[src/rtl/txs_pkg.sv]
package txs_pkg;

  typedef enum logic [1:0] {
    SRC_ENERGY = 2'b00,
    SRC_CONST  = 2'b01,
    SRC_PRNG   = 2'b10,
    SRC_RAW    = 2'b11
  } src_e;

  typedef struct packed {
    logic bit_v;
    logic sof;
    logic wide;
  } line_t;

endpackage

[src/rtl/txs_prng.sv]
module txs_prng #(
  parameter int          W        = 16,
  parameter int          OUT_W    = 8,
  parameter logic [15:0] SEED_RST = 16'h0001
) (
  input  logic             clk,
  input  logic             rst_n,
  input  logic             seed_wr,
  input  logic [W-1:0]     seed_val,
  input  logic             step,
  output logic [W-1:0]     state_o,
  output logic [OUT_W-1:0] byte_o
);

  localparam logic [W-1:0] ALL_ONES = '1;
  localparam logic [W-1:0] ESCAPE   = {{(W-1){1'b1}}, 1'b0};

  logic [W-1:0] q;
  logic         fb;

  generate
    if (W == 16) begin : g_w16
      always_comb fb = ~(q[15] ^ q[14] ^ q[12] ^ q[3]);
    end else if (W == 8) begin : g_w8
      always_comb fb = ~(q[7] ^ q[5] ^ q[4] ^ q[3]);
    end else begin : g_wx
      always_comb fb = ~(q[W-1] ^ q[W-2]);
    end
  endgenerate

  always_ff @(posedge clk) begin
    if (!rst_n) begin
      q <= SEED_RST[W-1:0];
    end else if (seed_wr) begin
      q <= seed_val;
    end else if (step) begin
      if (q == ALL_ONES) q <= ESCAPE;
      else               q <= {q[W-2:0], fb};
    end
  end

  assign state_o = q;
  assign byte_o  = q[OUT_W-1:0];

endmodule

[src/rtl/txs_framer.sv]
module txs_framer
  import txs_pkg::*;
#(
  parameter int NARROW = 8,
  parameter int ADC_W  = 10
) (
  input  logic              clk,
  input  logic              rst_n,
  input  logic [1:0]        src_sel,
  input  logic [NARROW-1:0] const_val,
  input  logic [NARROW-1:0] energy,
  input  logic [ADC_W-1:0]  adc_sample,
  input  logic [NARROW-1:0] prng_byte,
  input  logic              raw_burst,
  output line_t             line_o
);

  localparam int CNT_W = $clog2(ADC_W + 1);
  localparam logic [CNT_W-1:0] LAST_N = CNT_W'(NARROW - 1);
  localparam logic [CNT_W-1:0] LAST_W = CNT_W'(ADC_W - 1);

  logic [ADC_W-1:0] sh;
  logic [ADC_W-1:0] payload;
  logic [CNT_W-1:0] cnt;
  logic             wide_r;
  logic             at_end;

  always_comb begin
    payload = '0;
    if (raw_burst) begin
      payload = adc_sample;
    end else begin
      unique case (src_e'(src_sel))
        SRC_ENERGY: payload = ADC_W'(energy);
        SRC_CONST:  payload = ADC_W'(const_val);
        SRC_PRNG:   payload = ADC_W'(prng_byte);
        SRC_RAW:    payload = ADC_W'(adc_sample[ADC_W-1 -: NARROW]);
        default:    payload = '0;
      endcase
    end
  end

  assign at_end = wide_r ? (cnt == LAST_W) : (cnt == LAST_N);

  always_ff @(posedge clk) begin
    if (!rst_n) begin
      sh     <= '0;
      cnt    <= LAST_N;
      wide_r <= 1'b0;
    end else if (at_end) begin
      sh     <= payload;
      cnt    <= '0;
      wide_r <= raw_burst;
    end else begin
      sh     <= sh >> 1;
      cnt    <= cnt + 1'b1;
    end
  end

  assign line_o.bit_v = sh[0] & rst_n;
  assign line_o.sof   = (cnt == '0) & rst_n;
  assign line_o.wide  = wide_r;

endmodule

[src/rtl/txs_delay.sv]
module txs_delay
  import txs_pkg::*;
#(
  parameter int MAX_BC = 3,
  parameter int BPB    = 8,
  localparam int CW    = $clog2(MAX_BC + 1)
) (
  input  logic          clk,
  input  logic          rst_n,
  input  logic [CW-1:0] coarse,
  input  line_t         line_i,
  output line_t         line_o
);

  localparam int DEPTH = MAX_BC * BPB;

  line_t pipe [DEPTH];

  generate
    for (genvar s = 0; s < DEPTH; s++) begin : g_stage
      if (s == 0) begin : g_head
        always_ff @(posedge clk) begin
          if (!rst_n) pipe[s] <= '0;
          else        pipe[s] <= line_i;
        end
      end else begin : g_body
        always_ff @(posedge clk) begin
          if (!rst_n) pipe[s] <= '0;
          else        pipe[s] <= pipe[s-1];
        end
      end
    end
  endgenerate

  always_comb begin
    line_o = line_i;
    for (int b = 1; b <= MAX_BC; b++) begin
      if (coarse == CW'(b)) line_o = pipe[b*BPB-1];
    end
  end

endmodule

[src/rtl/txs_chan_tx.sv]
module txs_chan_tx
  import txs_pkg::*;
#(
  parameter int NARROW = 8,
  parameter int ADC_W  = 10,
  parameter int PRNG_W = 16,
  parameter int MAX_BC = 3
) (
  input  logic              clk,
  input  logic              rst_n,
  input  logic [1:0]        src_sel,
  input  logic [NARROW-1:0] const_val,
  input  logic [NARROW-1:0] energy,
  input  logic [ADC_W-1:0]  adc_sample,
  input  logic              raw_burst,
  input  logic              seed_wr,
  input  logic [PRNG_W-1:0] seed_val,
  input  logic              prng_step,
  input  logic [1:0]        coarse_dly,
  output logic              ser_o,
  output logic              sof_o,
  output logic              wide_o
);

  logic [PRNG_W-1:0] prng_q;
  logic [NARROW-1:0] prng_byte;
  line_t             f_line;
  line_t             d_line;

  txs_prng #(.W(PRNG_W), .OUT_W(NARROW)) u_prng (
    .clk      (clk),
    .rst_n    (rst_n),
    .seed_wr  (seed_wr),
    .seed_val (seed_val),
    .step     (prng_step),
    .state_o  (prng_q),
    .byte_o   (prng_byte)
  );

  txs_framer #(.NARROW(NARROW), .ADC_W(ADC_W)) u_framer (
    .clk        (clk),
    .rst_n      (rst_n),
    .src_sel    (src_sel),
    .const_val  (const_val),
    .energy     (energy),
    .adc_sample (adc_sample),
    .prng_byte  (prng_byte),
    .raw_burst  (raw_burst),
    .line_o     (f_line)
  );

  txs_delay #(.MAX_BC(MAX_BC), .BPB(NARROW)) u_delay (
    .clk    (clk),
    .rst_n  (rst_n),
    .coarse (coarse_dly),
    .line_i (f_line),
    .line_o (d_line)
  );

  assign ser_o  = d_line.bit_v;
  assign sof_o  = d_line.sof;
  assign wide_o = d_line.wide;

endmodule

[config.mk]
export PLATFORM = sky130hd
export DESIGN_NAME = txs_chan_tx
export DESIGN_NICKNAME = d
export VERILOG_FILES = /design/src/rtl/txs_pkg.sv /design/src/rtl/txs_prng.sv /design/src/rtl/txs_framer.sv /design/src/rtl/txs_delay.sv /design/src/rtl/txs_chan_tx.sv
export SDC_FILE = /design/constraint.sdc
export NUM_CORES = 1
export LEC_CHECK = 0
export BUFFER_PORTS_ARGS = -buffer_cell sky130_fd_sc_hd__buf_4
export CORE_MARGIN = 4
export CORE_UTILIZATION = 30
export CTS_BUF_LIST = sky130_fd_sc_hd__clkbuf_16
export DETAILED_ROUTE_END_ITERATION = 16
export GPL_TIMING_DRIVEN = 0
export MAX_ROUTING_LAYER = met4
export PLACE_DENSITY = 0.46
export SYNTH_ARGS = -nofsm -noshare
export SYNTH_HDL_FRONTEND = slang
export SYNTH_SLANG_ARGS = --single-unit
[constraint.sdc]
create_clock -name clk -period 1.51 [get_ports clk]
set_clock_uncertainty 0.05 [all_clocks]
set_input_delay 0.2265 -clock clk [delete_from_list [all_inputs] [get_ports clk]]
set_output_delay 0.2265 -clock clk [all_outputs]
set_load 0.02 [all_outputs]
# Word-level counts from Yosys, hierarchy flattened
# Memory sizes are Yosys's and may differ from the RTL's.
# Cells that the tools add are included.
[word_totals] register_bits=31 ramBits=72 inputBits=51 output_inout_bits=3 wordCells=90 memories=1
[memory_table] name="u_delay.pipe" words=24 word_bits=3 read_ports=24 rd_clocked_by_memory_dff=0 write_ports=24 line_no="txs_delay.sv:17" source="line_t pipe [DEPTH];"
[op_classes] n_addsub=1 eq_ne=9 n_mux=37 bitwise=31 reduce_logical=5
[op_table] cell="$mux 3" n=28
[op_table] cell="$mux 16" n=3
[op_table] cell="$pmux 10 s4" n=1
[op_table] cell="$or 1x1->1" n=24
[op_table] cell="$eq 16x16->1 const B" n=1
[op_table] cell="$mux 10" n=1
[op_table] cell="$mux 9" n=1
[op_table] cell="$eq 2x2->1 const B" n=4
[op_table] cell="$add 4x1->4 const B" n=1
[op_table] cell="$eq 2x1->1 const B" n=2
[op_table] cell="$eq 4x3->1 const B" n=1
[op_table] cell="$eq 4x4->1 const B" n=1
[op_table] cell="$logic_not 4->1" n=1
[op_table] cell="$mux 1" n=3
[op_table] cell="$xor 1x1->1" n=3
[op_table] cell="$and 1x1->1" n=2
[op_table] cell="$logic_not 2->1" n=1
[op_table] cell="$not 1->1" n=2
[op_table] cell="$reduce_and 2->1" n=1
[op_table] cell="$reduce_bool 2->1" n=1
[op_table] cell="$reduce_or 2->1" n=1

# Depth between registers and ports, before layout
[depth] depth_word=7 ltp_mapped=5 mapped_depth_nobuf=4

# Modules after synthesis
# A second synthesis with hierarchy kept.
[hier_totals] cells_unflattened=360 hier_area_um2=3787.4
[by_module_without_submodules] module="txs_delay" instances=1 cells_per_inst=154 area_each_um2=1998.2 seq_area_each_um2=1441.4
[by_module_without_submodules] module="txs_framer" instances=1 cells_per_inst=104 area_each_um2=904.6 seq_area_each_um2=300.3
[by_module_without_submodules] module="txs_prng" instances=1 cells_per_inst=102 area_each_um2=884.6 seq_area_each_um2=320.3

# Worst setup path before layout
# OpenSTA, ideal clock, no wires.
[synth_timing] kind="register to output" start="register u_framer.cnt[0]" end="output port sof_o" arrival_ps=1318 required_ps=1233 path_slack_ps=-85 stages_incl_launch_ff=5 path_buffers=0 cell_sequence="dfxtp_1 -> inv_1 -> ha_1 -> and4bb_2 -> mux4_2"
[synth_via] elab_chain_len=5
[synth_lines] item="start, declared" line_no="txs_framer.sv:24" source="logic [CNT_W-1:0] cnt;"
[synth_lines] item="start signal, assigned" line_no="txs_framer.sv:56" source="cnt <= cnt + 1'b1;"
[synth_lines] item="$logic_not 4->1" line_no="txs_framer.sv:61" source="assign line_o.sof = (cnt == '0) & rst_n;"
[synth_lines] item="$and 1x1->1" line_no="txs_framer.sv:61"
[synth_lines] item="$mux 3 (3 in a row)" line_no="txs_delay.sv:38" source="if (coarse == CW'(b)) line_o = pipe[b*BPB-1];"
[synth_lines] item="end, declared" line_no="txs_chan_tx.sv:21" source="output logic sof_o,"
# No other way between the ends.

# Worst setup path after layout
# Ends and elaborated chain as after synthesis.

==> qor.yml <==
status: "complete, but fails checks"
violations: "negative setup slack"
crit_path_end_kind: "output pin"
worstPathArrival_ps: 1740
seq_area_frac_synth_pct: 55.0
finalHoldViolations: 0
synth_top_area_share_pct: 55.0
die_h_microns: 120
post-route-period-util_pct: 134
n_antenna_cell: 0
track_usage_pct: 11.5
vias: 2573
max-vdd-ir-drop_v: 0.000791
clockRootBuffer: "clkbuf_16"
antenna_found_initial: 0
crit_chain: "inv_2 > ha_4 > and4bb_2 > mux4_2 > buf_6"
grt_pass1_wl_microns: 12900
crit_family: "multiplexers"
rrSetupSlack_ps: 60
hold_buffers: 0
cp_max_fo: 2
start_kind: "register"
htreeDepth: 3
ioPinCount: 54
clk_path_buf_depth: 2
clkSinkCount: 103
synth-seq-cells: 103
netlist_area_sq_mm: 0.00375
fin_area_sq_mm: 0.00474
cp.required_ps: 1230
drv_slew: 0
dr.pass1.iters: 4
setup_violations: 3
slew_headroom_pct: 69.6
grt_pass1_vias: 2638
yosys.area.top_type: "dfxtp_1"
placementRows: 40
synth_edf_count: 0
finalNonFillerCells: 588
syn_nets: 403
synth.area.top_cells: "dfxtp_1 (55%), and2_1 (14%), mux2_2 (4.8%)"
port_buffers: 51
power.density_mw_per_mm2: 1350
syn_inst: 349
gp_congestion: 0.742
fin_crit_ps: 2020
fin_nets: 469
coreArea_sq_mm: 0.0121
drive_gt1_share_pct: 26.7
hp-class: "in2reg"
start_util_pct: 30.9
rsz0062_at_grt: "true"
clk_pin_slew_ps: 70
dpl-instance-area_sq_mm: 0.00434
max_clock_freq_ghz: 0.495
dp.cells: 568
crit_type: "reg2out"
grt_overflow: 0
async_flop_share_pct: 0
dp_hpwl_microns: 5510
die_w_microns: 120
max-cap-violations: 0
p_leak_nw: 1.97
ant_nets: 0
max_stage_delay_ps: 490
synthFlopType: "dfxtp_1"
dr.first_iter.drc_count: 134
grt_max_degree: 20
clock_latency_ps: 340
cts_tree: "yes"
synth.distinct_cells: 35
final.setup.worst_slack_ps: -509
viasPerCell: 4.38
cts_buffers: 9
crit_path_top_delay_cell: "mux4_2"
yosys_warnings: 0
final_cell_mix: "dfxtp_1 (99), and2_1 (84), buf_4 (55), nand2_1 (26)"
worst-path-buf-inv: 2
die-area_sq_mm: 0.0143
area_growth_pct: 26.6
drc: 0
worst_pin_slew_ps: 455
mostFrequentLayoutCell: "dfxtp_1"
wl_microns: 7720
syn_area_per_cell_sq_um: 10.7
wl_per_cell_microns: 13.1
worst register-to-register path, cell delays in order, from the launching register on:
cell      delay (ps)
dfxtp_2          330
buf_4            130
and4bb_2         290
buf_4            170
o221ai_1         140
o22ai_1          250
logic make-up after synthesis:
logic type	count (synthesis)	share of synthesized area, %
flops	103	55.0
compound gates	49	8.58
fa+ha+maj	3	1.00
mux	33	10.4
xor+xnor	4	0.935
buf+inv	31	4.14
simple gates	126	19.9
metrics by stage:
step | power, W | worst slack, ps | hold slack, ps | utilization [%] | TNS (ps)
final | 0.00639 | -509 | 102 | 39.2 | -737
after global routing | 0.00669 | -556 | 98.5 | 39.2 | -860
after CTS | 0.00647 | -525 | 96.4 | 39.1 | -785
after detailed placement | 0.00384 | -196 | 369 | 35.9 | -288
after global placement | 0.00383 | -213 | 364 | 35.9 | -293
after floorplan | 0.00357 | -13.9 | 293 | - | -13.9
power by group:
part	internal, W	switching (W)	total (W)
clock	0.00149	0.00107	0.00256
combinational	0.000457	0.000405	0.000862
sequential	0.00287	0.0000876	0.00296
flip-flops by register name, summed over array words and instances, names as in the netlist:
| register | cells |
|---|---|
| u_delay.pipe | 72 |
| u_prng.state_o | 16 |
| u_framer.sh | 10 |
| u_framer.wide_r | 1 |
| u_framer.cnt | 4 |
repair_timing:
item                                    CTS  global route
endpoints found under the hold margin     0             0
endpoints found under the setup margin    3             4
pin swaps                                 0             2
resized for setup                         7             1
setup buffers                             3             1
cell type report:
class | count | area, sq um
Buffer | 24 | 129
Sequential cell | 103 | 2070
Inverter | 7 | 26.3
Fill cell | 1251 | 7370
Tap cell | 168 | 210
Timing Repair Buffer | 55 | 424
Multi-Input combinational cell | 215 | 1540
Clock buffer | 9 | 225
Clock inverter | 7 | 114
cell usage after synthesis, types with 4 or more instances:
cell type / instances
o21ai_0: 15
mux2i_1: 14
dfxtp_1: 103
o221ai_1: 8
mux2_2: 16
buf_2: 4
inv_1: 7
and2_1: 85
o22ai_1: 16
clkbuf_1: 12
nand2_1: 26
final timing paths:
path / from / to / cells after the start
setup / recovery: u_framer.cnt[0]$_SDFF_PN1_ / sof_o / 5
hold / removal: raw_burst / u_framer.wide_r$_SDFFE_PN0N_ / 2
setup reg to reg: u_framer.wide_r$_SDFFE_PN0N_ / u_framer.sh[0]$_SDFF_PN0_ / 5
hold reg to reg: u_delay.pipe[3][0]$_SDFF_PN0_ / u_delay.pipe[3][3]$_SDFF_PN0_ / 1
layer usage:
metal	track usage [%]	share of wire (%)
met5	-	0
met4	3.01	0.82
met3	3.20	4.4
met2	17.7	43
met1	14.9	52
(Power assumes the default switching activity.)
